$ cat src/rtl/casc_abus_pkg.sv
package casc_abus_pkg;

    typedef enum logic [2:0] {
        CK_IDLE  = 3'd0,
        CK_READ  = 3'd1,
        CK_WRITE = 3'd2,
        CK_CMP   = 3'd3,
        CK_HPRI  = 3'd4,
        CK_WNF   = 3'd5
    } cyc_kind_e;

    typedef enum logic [2:0] {
        SRC_NONE  = 3'd0,
        SRC_MATCH = 3'd1,
        SRC_FREE  = 3'd2,
        SRC_READ  = 3'd3,
        SRC_WRITE = 3'd4,
        SRC_ONES  = 3'd5
    } addr_src_e;

    typedef struct packed {
        logic match_loc;
        logic match_up;
        logic full_loc;
        logic full_up;
        logic last_dev;
    } casc_flags_t;

    function automatic logic kind_is_addr(input logic [2:0] k);
        return (k >= 3'd1) && (k <= 3'd5);
    endfunction

    function automatic logic kind_is_rand(input logic [2:0] k);
        return (k == 3'd1) || (k == 3'd2);
    endfunction

    function automatic logic kind_is_search(input logic [2:0] k);
        return (k == 3'd3) || (k == 3'd4);
    endfunction

endpackage

$ cat src/rtl/casc_fall_det.sv
module casc_fall_det (
    input  logic clk,
    input  logic rst,
    input  logic cyc_en_i,
    output logic fall_o
);
    logic cyc_q;

    always_ff @(posedge clk) begin
        if (rst) cyc_q <= 1'b0;
        else     cyc_q <= cyc_en_i;
    end

    assign fall_o = cyc_q & ~cyc_en_i;
endmodule

$ cat src/rtl/casc_src_sel.sv
module casc_src_sel
    import casc_abus_pkg::*;
#(
    parameter int ADDR_W = 16
) (
    input  logic [2:0]        kind_i,
    input  logic              bcast_i,
    input  logic              sel_i,
    input  casc_flags_t       flags_i,
    input  logic [ADDR_W-1:0] acc_addr_i,
    input  logic [ADDR_W-1:0] match_addr_i,
    input  logic [ADDR_W-1:0] free_addr_i,
    output logic              affect_o,
    output logic              own_o,
    output logic [ADDR_W-1:0] addr_o,
    output addr_src_e         src_o
);
    localparam logic [ADDR_W-1:0] ALL_ONES = {ADDR_W{1'b1}};

    logic no_match_any;
    logic chain_full;
    logic write_here;

    assign no_match_any = ~flags_i.match_loc & ~flags_i.match_up;
    assign chain_full   = flags_i.full_loc & flags_i.full_up;
    assign write_here   = flags_i.full_up & ~flags_i.full_loc;

    always_comb begin
        affect_o = kind_is_addr(kind_i);
        own_o    = 1'b0;
        addr_o   = '0;
        src_o    = SRC_NONE;
        unique case (cyc_kind_e'(kind_i))
            CK_READ, CK_WRITE: begin
                own_o  = bcast_i | sel_i;
                addr_o = acc_addr_i;
                src_o  = (kind_i == CK_READ) ? SRC_READ : SRC_WRITE;
            end
            CK_CMP, CK_HPRI: begin
                if (flags_i.match_loc) begin
                    own_o  = ~flags_i.match_up;
                    addr_o = match_addr_i;
                    src_o  = SRC_MATCH;
                end else begin
                    own_o  = no_match_any & flags_i.last_dev;
                    addr_o = ALL_ONES;
                    src_o  = SRC_ONES;
                end
            end
            CK_WNF: begin
                if (chain_full) begin
                    own_o  = flags_i.last_dev;
                    addr_o = ALL_ONES;
                    src_o  = SRC_ONES;
                end else begin
                    own_o  = write_here;
                    addr_o = free_addr_i;
                    src_o  = SRC_FREE;
                end
            end
            default: begin
                own_o  = 1'b0;
                addr_o = '0;
                src_o  = SRC_NONE;
            end
        endcase
    end
endmodule

$ cat src/rtl/casc_out_hold.sv
module casc_out_hold
    import casc_abus_pkg::*;
#(
    parameter int ADDR_W = 16
) (
    input  logic              clk,
    input  logic              rst,
    input  logic              cap_i,
    input  logic              own_i,
    input  logic [ADDR_W-1:0] addr_i,
    input  addr_src_e         src_i,
    output logic              owner_o,
    output logic [ADDR_W-1:0] addr_o,
    output addr_src_e         src_o
);
    always_ff @(posedge clk) begin
        if (rst) begin
            owner_o <= 1'b0;
            addr_o  <= '0;
            src_o   <= SRC_NONE;
        end else if (cap_i) begin
            owner_o <= own_i;
            addr_o  <= addr_i;
            src_o   <= src_i;
        end
    end

    // no capture strobe, no state change
    p_nocap_hold_r9: assert property (@(posedge clk) disable iff (rst)
        !cap_i |=> ($stable(owner_o) && $stable(addr_o) && $stable(src_o)));
endmodule

$ cat src/rtl/casc_abus_ctrl.sv
module casc_abus_ctrl
    import casc_abus_pkg::*;
#(
    parameter int ADDR_W = 16
) (
    input  logic              clk,
    input  logic              rst,
    input  logic              cyc_en_i,
    input  logic [2:0]        kind_i,
    input  logic              bcast_i,
    input  logic              sel_i,
    input  logic              match_loc_i,
    input  logic              match_up_i,
    input  logic              full_loc_i,
    input  logic              full_up_i,
    input  logic              last_dev_i,
    input  logic [ADDR_W-1:0] acc_addr_i,
    input  logic [ADDR_W-1:0] match_addr_i,
    input  logic [ADDR_W-1:0] free_addr_i,
    input  logic              oe_n_i,
    output logic [ADDR_W-1:0] addr_o,
    output logic              drv_en_o
);
    localparam logic [ADDR_W-1:0] ALL_ONES = {ADDR_W{1'b1}};

    casc_flags_t       flags;
    logic              fall;
    logic              affect;
    logic              own_n;
    logic [ADDR_W-1:0] addr_n;
    addr_src_e         src_n;
    logic              owner_q;
    logic [ADDR_W-1:0] addr_q;
    addr_src_e         src_q;
    logic              capture;

    assign flags = '{match_loc: match_loc_i, match_up: match_up_i,
                     full_loc:  full_loc_i,  full_up:  full_up_i,
                     last_dev:  last_dev_i};

    casc_fall_det u_fall (
        .clk      (clk),
        .rst      (rst),
        .cyc_en_i (cyc_en_i),
        .fall_o   (fall)
    );

    casc_src_sel #(.ADDR_W(ADDR_W)) u_sel (
        .kind_i       (kind_i),
        .bcast_i      (bcast_i),
        .sel_i        (sel_i),
        .flags_i      (flags),
        .acc_addr_i   (acc_addr_i),
        .match_addr_i (match_addr_i),
        .free_addr_i  (free_addr_i),
        .affect_o     (affect),
        .own_o        (own_n),
        .addr_o       (addr_n),
        .src_o        (src_n)
    );

    assign capture = fall & affect;

    casc_out_hold #(.ADDR_W(ADDR_W)) u_hold (
        .clk     (clk),
        .rst     (rst),
        .cap_i   (capture),
        .own_i   (own_n),
        .addr_i  (addr_n),
        .src_i   (src_n),
        .owner_o (owner_q),
        .addr_o  (addr_q),
        .src_o   (src_q)
    );

    assign addr_o   = (cyc_en_i && affect) ? addr_n : addr_q;
    assign drv_en_o = owner_q & ~oe_n_i;

    // reset leaves the device without bus ownership
    p_reset_owner_r1: assert property (@(posedge clk)
        rst |=> !owner_q);

    // non-broadcast random access owned only by the selected device
    p_nb_select_r2: assert property (@(posedge clk) disable iff (rst)
        (fall && kind_is_rand(kind_i) && !bcast_i)
        |=> (owner_q == $past(sel_i)) && (addr_q == $past(acc_addr_i)));

    // broadcast random access makes every device an owner
    p_bcast_own_r3: assert property (@(posedge clk) disable iff (rst)
        (fall && kind_is_rand(kind_i) && bcast_i) |=> owner_q);

    // an upstream match always takes priority
    p_upstream_wins_r4: assert property (@(posedge clk) disable iff (rst)
        (fall && kind_is_search(kind_i) && match_up_i) |=> !owner_q);

    // full chain, last device drives all ones
    p_full_ones_r7: assert property (@(posedge clk) disable iff (rst)
        (fall && kind_i == 3'd5 && full_up_i && full_loc_i && last_dev_i)
        |=> (owner_q && addr_q == ALL_ONES));

    // non-address cycles keep ownership and value
    p_nonaddr_hold_r8: assert property (@(posedge clk) disable iff (rst)
        (fall && !kind_is_addr(kind_i))
        |=> ($stable(owner_q) && $stable(addr_q)));

    // an owner always has a known address source
    p_owner_src_r8: assert property (@(posedge clk) disable iff (rst)
        owner_q |-> (src_q != SRC_NONE));

    // output enable high always releases the bus
    p_oe_release_r10: assert property (@(posedge clk) disable iff (rst)
        oe_n_i |-> !drv_en_o);
endmodule

$ cat config.mk
export PLATFORM = sky130hd
export DESIGN_NAME = casc_abus_ctrl
export DESIGN_NICKNAME = d
export VERILOG_FILES = /design/src/rtl/casc_abus_pkg.sv /design/src/rtl/casc_fall_det.sv /design/src/rtl/casc_src_sel.sv /design/src/rtl/casc_out_hold.sv /design/src/rtl/casc_abus_ctrl.sv
export SDC_FILE = /design/constraint.sdc
export NUM_CORES = 1
export LEC_CHECK = 0
export BUFFER_PORTS_ARGS = -buffer_cell sky130_fd_sc_hd__buf_2
export CORE_ASPECT_RATIO = 1.4
export CORE_MARGIN = 8
export CORE_UTILIZATION = 46
export CTS_CLUSTER_DIAMETER = 200
export DETAILED_ROUTE_END_ITERATION = 7
export GPL_ROUTABILITY_DRIVEN = 1
export HOLD_SLACK_MARGIN = 0.1
export PLACE_DENSITY = 0.81
export SYNTH_ARGS = -nofsm -noshare
export SYNTH_HDL_FRONTEND = slang
export SYNTH_SLANG_ARGS = --single-unit
$ cat constraint.sdc
create_clock -name clk -period 2 [get_ports clk]
set_input_delay 0.2 -clock clk [delete_from_list [all_inputs] [get_ports clk]]
set_output_delay 0.2 -clock clk [all_outputs]
set_load 0.02 [all_outputs]
==> out/qor.csv <==
stage,metric,value,unit
outcome,status,"finished, final reports clean",
clock_network,cts_resized,0,
finish,layout.nets,320,
detailed_routing,wl_per_cell,18.7,um
synthesis,avgSynthCellArea,7.92,um2
sta,clock_skew,0.00432,ns
power,leakage,0.000826,uW
synthesis,synth_fp_nets,258,
detailed_routing,first_pass_iters,4,
worst_hold_path,holdCritPathClass,primary input to flop,
detailed_routing,avgViaCountPerCell,6.45,
worst_setup_path,cp_data_arrival_time,1.58,ns
synthesis,syn-cell-area,1550,um2
power,p_per_area,556,nW/um2
global_route,grt_pass1_wl,8.76,mm
synthesis,synth.distinct_cells,24,
clock_network,numCtsBuffers,3,
synthesis,synthCells,196,
worst_setup_path,critPathRequiredTime,1.80,ns
synthesis,ys.warnings.count,0,
floorplanning,die_y,84.7,um
synthesis,synth_fa_ha_area_share,0,%
floorplanning,die-area,5510,um2
synthesis,synthMuxAreaShare,0,%
clock_network,post_cts_buffers,0,
global_route,antenna_found_initial,0,
synthesis,synthSimpleGateAreaFrac,5.24,%
floorplanning,io_pins,79,
global_route,grt_remaining_overflow,0,
sta,slew_viol_final,0,
detailed_routing,drc,0,
floorplanning,initial_utilization,46.8,%
detailed_routing,ant_nets,0,
clock_network,htree_num_levels,1,
floorplanning,core-area,3320,um2
detailed_routing,num_vias,1915,
worst_setup_path,cp-start-kind,primary input,
global_route,grt_max_degree,35,
finish,fillerInstances,339,
finish,fin_util,59.2,%
sta,fin_crit,1.78,ns
synthesis,synthArstFlopShare,0,%
synthesis,synth-xor-area-share,0.565,%
worst_setup_path,cp_max_fo,16,
clock_network,clk_path_buf_depth,2,
finish,seq_area,360,um2
clock_network,clkSlewWorstSetupHoldPaths,0.07,ns
finish,area_growth_syn_to_layout,26.5,%
sta,min_period_over_period,89.2,%
clock_network,cts_root_buf,clkbuf_8,
clock_network,clk_latency,0.25,ns
finish,num_antenna_cells,0,
detailed_routing,drt_iter0_markers,147,
sta,setup_viol,0,
synthesis,ys_ff_latch,18,
synthesis,synth_edf_count,0,
global_route,grt.total_usage,19.2,%
synthesis,synth_compound_area_share,56.6,%
detailed_routing,finalWirelength,5.56,mm
placement,placed_cells,293,
finish,drive_gt1_share,39.7,%
clock_network,cts_hold_buf,0,
worst_setup_path,crit_path_end_kind,primary output,
sta,finalHoldViolations,0,
floorplanning,die_width,65.1,um
run,cap_violations,0,
synthesis,synth_top_family_by_area,compound AO/OA/AOI/OAI gates,
finish,multiInputGateArea,968,um2
worst_setup_path,regToRegSetupSlack,0.80,ns
sta,tns,0,ns
clock_network,clock-sinks,18,
sta,worst_pin_slew,0.631,ns
synthesis,seq_area_frac_synth,23.2,%
global_route,grt_pass1_vias,1916,
clock_network,cts_tree,built,
sta,slew_headroom,57.9,%
power,ir_worst_vdd,0.442,mV
placement,routabilityCongestion,0.819,
sta,rsz0062_at_grt,false,
placement,port_buffers,78,
worst_setup_path,crit_type,primary input to primary output,
placement,place_hpwl,4.02,mm
sta,fmax,560,MHz
floorplanning,rows,25,
synthesis,ys.flop_type,dfxtp_1,
finish,fin_cells,297,
per-layer routing:
metal,part of all wire (%),GRT usage [%],wire length [um]
met2,52,32.9,2910
met5,0,0,0
met3,8.1,5.73,453
met1,37,20.2,2070
met4,2.2,10.2,121
cell type report:
class	instances	area share (%)
timing repair buffer	87	23.3
inverter	19	3.63
multi-input combinational	129	49.3
sequential	18	18.4
clock buffer	4	2.80
tap	40	2.55
flip-flops by register name, indices dropped and copies added (netlist names):
signal          cells
u_fall.cyc_q        1
u_hold.addr_o      16
u_hold.owner_o      1
cells in the mapped netlist (all sizes together), types with 2 or more instances:
cell | number | area [um2]
buf | 11 | 80.1
inv | 19 | 71.3
dfxtp | 18 | 360
o22ai | 16 | 100
nor2b | 4 | 25.0
a21oi | 16 | 80.1
and3 | 2 | 17.5
a311oi | 17 | 205
a31oi | 49 | 307
clkbuf | 19 | 71.3
o32a | 17 | 170
cell usage in the layout (no fill, tap or decap), types with 4 or more instances in the layout:
cell,Yosys,layout
a21oi_1,16,16
dfxtp_1,18,18
o22ai_1,16,16
clkbuf_8,0,4
a311oi_1,8,8
buf_4,1,9
o32a_1,17,17
a311oi_2,9,9
nor2b_1,4,4
a31oi_1,49,49
inv_1,19,19
buf_2,4,78
worst paths after layout:
kind | end | from | cells after the start
hold reg to reg | u_hold.addr_o[14] | u_hold.addr_o[14] | 2
hold / removal | u_hold.owner_o | match_up_i | 4
setup / recovery | addr_o[7] | kind_i[0] | 5
setup reg to reg | u_hold.addr_o[5] | u_fall.cyc_q | 4
logic make-up after synthesis:
group,after synthesis
compound gates,117
xor+xnor,1
buf+inv,49
flops,18
simple gates,11
worst max-delay path: stages:
cell     delay (ns)
buf_2          0.13
or3_1          0.39
and3_1         0.41
a31oi_1        0.25
buf_2          0.20
metrics by stage:
step | setup WS (ns) | cell area (um2) | total power [uW] | hold WS, ns
2_1_floorplan | 0.154 | 1550 | 661 | 0.404
3_3_place_gp | 0.242 | 1910 | 792 | 0.507
3_5_place_dp | 0.237 | 1910 | 798 | 0.505
4_1_cts | 0.228 | 1960 | 1090 | 0.240
5_1_grt | 0.174 | 1960 | 1140 | 0.246
6_report | 0.215 | 1960 | 1090 | 0.243
report_power, final:
group	switching (uW)	internal (uW)
Combinational	245	166
Sequential	8.04	375
Clock	121	175
Power figures use the tool's default switching activity.
